[config.mk]
export PLATFORM = sky130hd
export DESIGN_NAME = tile_addr_gen
export DESIGN_NICKNAME = d
export VERILOG_FILES = /design/src/rtl/tile_addr_gen.sv
export SDC_FILE = /design/constraint.sdc
export NUM_CORES = 1
export LEC_CHECK = 0
export BUFFER_PORTS_ARGS = -buffer_cell sky130_fd_sc_hd__buf_2
export CORE_MARGIN = 2
export CORE_UTILIZATION = 40
export DETAILED_ROUTE_END_ITERATION = 8
export PLACE_DENSITY = 0.58
export SLEW_MARGIN = 20
export SYNTH_ARGS = -nofsm -noshare
export SYNTH_HDL_FRONTEND = slang
export SYNTH_SLANG_ARGS = --single-unit
[constraint.sdc]
create_clock -name clk -period 2 [get_ports clk]
set_clock_uncertainty 0.2 [all_clocks]
set_input_delay 0.1 -clock clk [delete_from_list [all_inputs] [get_ports clk]]
set_output_delay 0.1 -clock clk [all_outputs]
set_load 0.05 [all_outputs]
[src/rtl/tile_addr_gen.sv]
module tile_addr_gen #(
  parameter int CW = 12,
  parameter int SW = 12,
  parameter int DW = 16,
  parameter int OW = 32
) (
  input  logic          clk,
  input  logic          rst_n,
  input  logic          req_valid,
  input  logic          req_tiled,
  input  logic [3:0]    req_bpp,
  input  logic [CW-1:0] req_ux,
  input  logic [CW-1:0] req_uy,
  input  logic [SW-1:0] req_stride,
  input  logic [DW-1:0] img_w,
  input  logic [DW-1:0] img_h,
  output logic          lay_raster,
  output logic          out_valid,
  output logic          out_err,
  output logic [OW-1:0] out_offset
);

  localparam int TW = SW - 3;

  logic          bpp_ok, stride_ok;
  logic [OW-1:0] raster_off, tiled_off, tile_idx, eff_tx;
  logic [TW-1:0] tstride;
  logic [CW-4:0] tx, ty;
  logic [1:0]    slot;
  logic [3:0]    uw, uh;

  assign bpp_ok    = (req_bpp == 4'd1) || (req_bpp == 4'd2) || (req_bpp == 4'd4) || (req_bpp == 4'd8);
  assign stride_ok = !req_tiled || (req_stride[2:0] == 3'b000);

  assign raster_off = (OW'(req_uy) * OW'(req_stride) + OW'(req_ux)) << 6;

  assign tstride  = req_stride[SW-1:3];
  assign tx       = req_ux[CW-1:3];
  assign ty       = req_uy[CW-1:3];
  assign eff_tx   = ty[0] ? (OW'(tstride) - OW'(tx) - OW'(1)) : OW'(tx);
  assign tile_idx = OW'(ty) * OW'(tstride) + eff_tx;

  always_comb begin
    case ({ty[0], req_uy[2], req_ux[2]})
      3'b000:  slot = 2'd0;
      3'b001:  slot = 2'd3;
      3'b010:  slot = 2'd1;
      3'b011:  slot = 2'd2;
      3'b100:  slot = 2'd2;
      3'b101:  slot = 2'd1;
      3'b110:  slot = 2'd3;
      default: slot = 2'd0;
    endcase
  end

  assign tiled_off = (tile_idx << 12) + (OW'(slot) << 10) + (OW'({req_uy[1:0], req_ux[1:0]}) << 6);

  always_comb begin
    case (req_bpp)
      4'd1:    begin uw = 4'd8; uh = 4'd8; end
      4'd2:    begin uw = 4'd8; uh = 4'd4; end
      4'd4:    begin uw = 4'd4; uh = 4'd4; end
      4'd8:    begin uw = 4'd2; uh = 4'd4; end
      default: begin uw = 4'd0; uh = 4'd0; end
    endcase
  end

  assign lay_raster = bpp_ok && ((img_w <= DW'({uw, 2'b00})) || (img_h <= DW'({uh, 2'b00})));

  always_ff @(posedge clk or negedge rst_n) begin
    if (!rst_n) begin
      out_valid  <= 1'b0;
      out_err    <= 1'b0;
      out_offset <= '0;
    end else begin
      out_valid  <= req_valid && bpp_ok && stride_ok;
      out_err    <= req_valid && !(bpp_ok && stride_ok);
      out_offset <= (req_valid && bpp_ok && stride_ok) ? (req_tiled ? tiled_off : raster_off) : '0;
    end
  end

  p_flags_exclusive_r1: assert property (@(posedge clk) disable iff (!rst_n)
    !(out_valid && out_err));

  p_idle_quiet_r1: assert property (@(posedge clk) disable iff (!rst_n)
    !req_valid |=> (!out_valid && !out_err && out_offset == '0));

  p_bad_bpp_r7: assert property (@(posedge clk) disable iff (!rst_n)
    (req_valid && !(req_bpp inside {4'd1, 4'd2, 4'd4, 4'd8})) |=> (out_err && out_offset == '0));

  p_bad_stride_r8: assert property (@(posedge clk) disable iff (!rst_n)
    (req_valid && req_tiled && req_stride[2:0] != 3'b000) |=> out_err);

  p_raster_any_stride_r8: assert property (@(posedge clk) disable iff (!rst_n)
    (req_valid && !req_tiled && req_bpp == 4'd4) |=> out_valid);

  p_aligned_r6: assert property (@(posedge clk) disable iff (!rst_n)
    out_valid |-> (out_offset[5:0] == 6'd0));

  p_reset_state_r10: assert property (@(posedge clk)
    !rst_n |-> (!out_valid && !out_err && out_offset == '0));

endmodule

Yosys cells after proc, flatten, opt, wreduce, memory -nomap -nowiden
Index checks and enable logic that the tools add are counted.
{"block": "word_totals", "latch_bits": 0, "ff_bits": 34, "mem_bits_ro": 0, "elab_cells": 47, "n_memories": 0, "inputBits": 76, "out_inout_bits": 35, "ram_bits": 0}
{"block": "op_classes", "div_mod_pow": 0, "addsub": 6, "n_reduce_logical": 18, "shifts": 0, "order_cmp": 2, "multipliers": 2, "n_eq_ne": 10, "bitwise_logic": 0, "n_mux": 6}
{"op": "$mux W32", "n": 2}
{"op": "$add A32 B10 Y32", "n": 1}
{"op": "$add A32 B12 Y32", "n": 1}
{"op": "$le A16 B6 Y1", "n": 2}
{"op": "$add A24 B12 Y25", "n": 1}
{"op": "$mul A12 B12 Y24", "n": 1}
{"op": "$add A18 B20 Y20", "n": 1}
{"op": "$mux W20", "n": 1}
{"op": "$mul A9 B9 Y18", "n": 1}
{"op": "$pmux W4 S3", "n": 1}
{"op": "$sub A10 B2 Y11 const B", "n": 1}
{"op": "$sub A9 B9 Y10", "n": 1}
{"op": "$eq A3 B3 Y1 const B", "n": 3}
{"op": "$pmux W4 S2", "n": 1}
{"op": "$reduce_or A2 Y1", "n": 4}
{"op": "$eq A3 B2 Y1 const B", "n": 2}
{"op": "$pmux W2 S3", "n": 1}
{"op": "$logic_and A1 B1 Y1", "n": 5}
{"op": "$logic_or A1 B1 Y1", "n": 5}
{"op": "$eq A4 B1 Y1 const B", "n": 1}
{"op": "$eq A4 B2 Y1 const B", "n": 1}
{"op": "$eq A4 B3 Y1 const B", "n": 1}
{"op": "$eq A4 B4 Y1 const B", "n": 1}
{"op": "$eq A3 B1 Y1 const B", "n": 1}
{"op": "3 further kinds", "n": 4}

Longest topological paths before layout
{"block": "logic_depth", "word_depth": 8, "ltp_mapped": 24, "mapped_depth_nobuf": 23}

Worst setup path after synthesis
Ideal clock, no wire load.
{"block": "synth_timing", "path_kind": "in2reg", "start": "input port req_uy[3]", "end": "register out_offset[29]", "slack_ns": -3.833, "required_ns": 1.670, "path_buffers": 3, "path_stages": 21, "setup_time_ns": 0.130, "t_arrival_ns": 5.503, "path_cell_list": "buf_2 -> clkbuf_1 -> buf_1 -> nand2_1 -> fa_1 -> fa_1 -> fa_1 -> inv_1 -> fa_1 -> inv_1 -> fa_1 -> inv_1 -> ha_1 -> a21oi_1 -> o21ai_1 -> a41o_1 -> and2_1 -> a2111o_1 -> a41oi_1 -> or4_1 -> nand3_1"}
{"block": "synth_between", "elab_chain_len": 7, "word_cells_on_any_way": 19, "classes_between": "add/sub (4); mul (2); eq/ne (6); mux (4); reduce/logical (3)"}
{"item": "from (decl)", "line": "13", "rtl": "input logic [CW-1:0] req_uy,"}
{"item": "branches (longest 5 deep; another with $add A32 B12 Y32)"}
{"item": "$mux W32 (*) (2 in series)", "line": "78", "rtl": "out_offset <= (req_valid && bpp_ok && stride_ok) ? (req_tiled ? tiled_off : raster_off) : '0;"}
{"item": "to (signal assigned)", "line": "78"}
{"item": "to (decl)", "line": "20", "rtl": "output logic [OW-1:0] out_offset"}
Every way passes the cells marked *.

Worst setup path after layout
{"block": "layout_timing", "start": "input port req_uy[4]", "end": "register out_offset[29]"}
{"block": "layout_between", "elab_chain_len": 6, "word_cells_on_any_way": 8, "classes_between": "add/sub (4); mul (2); mux (2)"}
{"item": "$mul A9 B9 Y18", "line": "41", "rtl": "assign tile_idx = OW'(ty) * OW'(tstride) + eff_tx;"}
{"item": "$add A18 B20 Y20", "line": "41"}
{"item": "$add A32 B12 Y32", "line": "56", "rtl": "assign tiled_off = (tile_idx << 12) + (OW'(slot) << 10) + (OW'({req_uy[1:0], req_ux[1:0]}) << 6);"}
{"item": "$add A32 B10 Y32", "line": "56"}
{"item": "$mux W32 (*) (2 in series)", "line": "78"}
Mark *: on every way between the ends. The rest lies on a longest branch, timed or not.

==> run summary <==
outcome: finished, violations left
failing checks: hold timing, setup timing
Detail Route Antenna Nets: 0
critical-path cell list: buf_8 > buf_6 > and2_4 > fa_1 > inv_1 > fa_1 > inv_2 > buf_6 > fa_1 > fa_1 > inv_1 > fa_1 > inv_2 > ha_4 > buf_4 > a41o_1 > and2_4 > a2111o_1 > a41oi_2 > or4_1 > nand3_1
global route total overflow: 0
Initial Utilization: 0.4096
worst path bufs/invs: 8
Combinational Power Share: 0.952
Syn Area/Cell: 8.493 um2
vias in the first global route: 8,757
Pleak: 6.895 nW
Setup CP Type: input port to flip-flop
Worst-Margin Slew: 702.4 ps
Die H: 153.9 um
TNS Setup: -55,840 ps
Final min period: 4918 ps
Vias: 8,260
Crit path largest cell delay: 570 ps
kind of end point of the critical path: flip-flop
setup slack after layout: -2918 ps
GRT Util Overall: 0.2217
initial antenna violation count: 0
Mapped Area: 8994 um2
hpwl dp: 22,310 um
layout cell share with drive strength beyond 1: 0.4268
Hold WS: -4.616 ps
vias per inst: 4.934
H-tree Lvls: 1
I/O Buffers: 104
Inst Count DP: 1,631
Cell Rows: 54
clock transition at the registers of the reported paths: 70 ps
Int Power: 12.65 mW
Critical Path RT: 1960 ps
DRT Pass-1 Iters: 5
area of the core: 21,960 um2
Die Area: 23,700 um2
Synth Instances: 1,059
Max Fclk: 0.2034 GHz
slowest CP cell: fa_1
worst-path fanout max: 4
Critical Path Most Common Cell: fa_1
Hold Crit Class: input port to flip-flop
Sink Count: 28
pin count of the biggest net entering global routing: 29
initial DRC count: 317
Clk pwr share: 0.021
Layout Cells excl Fill: 1,674
routability cong.: 0.8760
Layout area overhead: 48.46%
CTS Root Cell: clkbuf_16
commonest non-fill, non-tap cells in the layout: buf_4, inv_1, fa_1, ha_1, nand2_1
CP delay by family, top: adder cells
async set-reset flop share out of synthesis: 1.000
most common cell after layout, fill and taps aside: buf_4
die width: 153.9 um
Peak VDD IR: 1.614 mV
fin. max-slew vios: 0
Yosys cell types: 61
NetSw: 11.68 mW
Reg power frac: 0.027
Routed WL per cell: 15.60 um
drt drc: 0
critical path arrival: 4880 ps
Slew HR: 0.5312
Pwr Total: 24.33 mW
Hold Fails Final Rpt: 1
fin crit share: 2.459
sequential area share after synthesis: 0.07791
Pwr Density: 1822 nW/um2
Post-synth EDFFs: 0
Sw Share: 0.4800
RSZ-0062 raised after global routing: true
Max-cap violations: 0
final setup vio count: 25
clk buf depth: 2
TritonCTS Buffers: 3
I/O pin total: 111
Post-synth top flop: dfrtp_1
YS warnings: 0
first-pass GRT wire length: 42,390 um
CTS tree: yes
# nets final: 1,729
Worst setup SP type: input port
# diodes: 0
Yosys reg bits: 28
Detailed Route WL: 26,110 um
## power by group through the flow
| stage | Combinational [mW] | Clock (mW) | Sequential, mW |
|---|---|---|---|
| floorplan | 12.2 | 0 | 0.970 |
| CTS | 21.5 | 0.518 | 0.665 |
| global placement | 18.8 | 0 | 0.676 |
| detailed placement | 19.0 | 0 | 0.676 |
| global route | 25.1 | 0.556 | 0.670 |
| finish | 23.2 | 0.507 | 0.664 |
## per-layer routing
layer	wire length, um	vias up	global-route usage	part of all wire
met5	0	-	0	0
met4	879	0	0.07076	0.034
met3	553	50	0.02396	0.021
met2	13840	127	0.4076	0.53
met1	10840	4073	0.2712	0.42
li1	-	4010	-	-
## synth_stat cells (all sizes together) (17+ instances only)
| cell | n | area, um2 |
|---|---|---|
| and2 | 67 | 419.2 |
| xnor2 | 27 | 236.5 |
| nand3 | 17 | 85.08 |
| fa | 134 | 2683 |
| a21oi | 47 | 242.7 |
| xor2 | 17 | 148.9 |
| inv | 234 | 885.9 |
| o21ai | 20 | 100.1 |
| a21o | 20 | 150.1 |
| clkbuf | 28 | 105.1 |
| nand2 | 103 | 386.6 |
| dfrtp | 28 | 700.7 |
| ha | 124 | 1551 |
| nor2 | 47 | 176.4 |
## worst paths after layout
kind                           start              to  slack (ps)  cells past startpoint
setup / recovery           req_uy[4]  out_offset[29]       -2920                     21
hold / removal             req_ux[0]   out_offset[6]          -5                      4
max in group asynchronous      rst_n   out_offset[9]         930                      2
min in group asynchronous      rst_n  out_offset[27]         210                      2
## through the flow
stage / util / hold WS [ps] / setup WS (ps) / cell area [um2]
after floorplan: - / -395.6 / -3069 / 9698
after global placement: 0.5388 / -27.08 / -3405 / 11830
after detailed placement: 0.5388 / -20.47 / -3455 / 11830
after CTS: 0.5886 / 8.630 / -3041 / 12920
after global routing: 0.6080 / 36.16 / -3050 / 13350
final: 0.6080 / -4.616 / -2918 / 13350
## flip-flops by register name, summed over array words and instances, names as in the netlist
| signal | flops |
|---|---|
| out_offset | 26 |
| out_valid | 1 |
| out_err | 1 |
## tightest hold or removal path, stage by stage
cell and delay [ps]:
buf_2 90, buf_4 90, mux2i_1 50, nor2_1 80
## cell families after synthesis
group,after synthesis,synth area share
other,1,0.0004170
and+or+nand+nor,294,0.1626
xor gates and xnor gates,44,0.04285
muxes,7,0.008069
buffers and inverters,274,0.1187
adders and majority gates,258,0.4708
AOI/OAI and AO/OA,153,0.1187
DFF,28,0.07791
## cell type report
| cell class | count | area [um2] |
|---|---|---|
| sequential | 28 | 700.7 |
| fill | 1914 | 8607 |
| multi-input combinational | 762 | 8418 |
| timing repair buffer | 366 | 2908 |
| clock buffer | 4 | 88.84 |
| inverter | 234 | 885.9 |
| tap | 280 | 350.3 |
## what timing repair did
action	in CTS	in global routing
resized for setup	206	72
endpoints found under the hold margin	33	0
pin swaps	137	84
buffers inserted	28	8
setup endpoints to repair	25	25
hold buffers	3	0
Power figures use the tool's default switching activity.
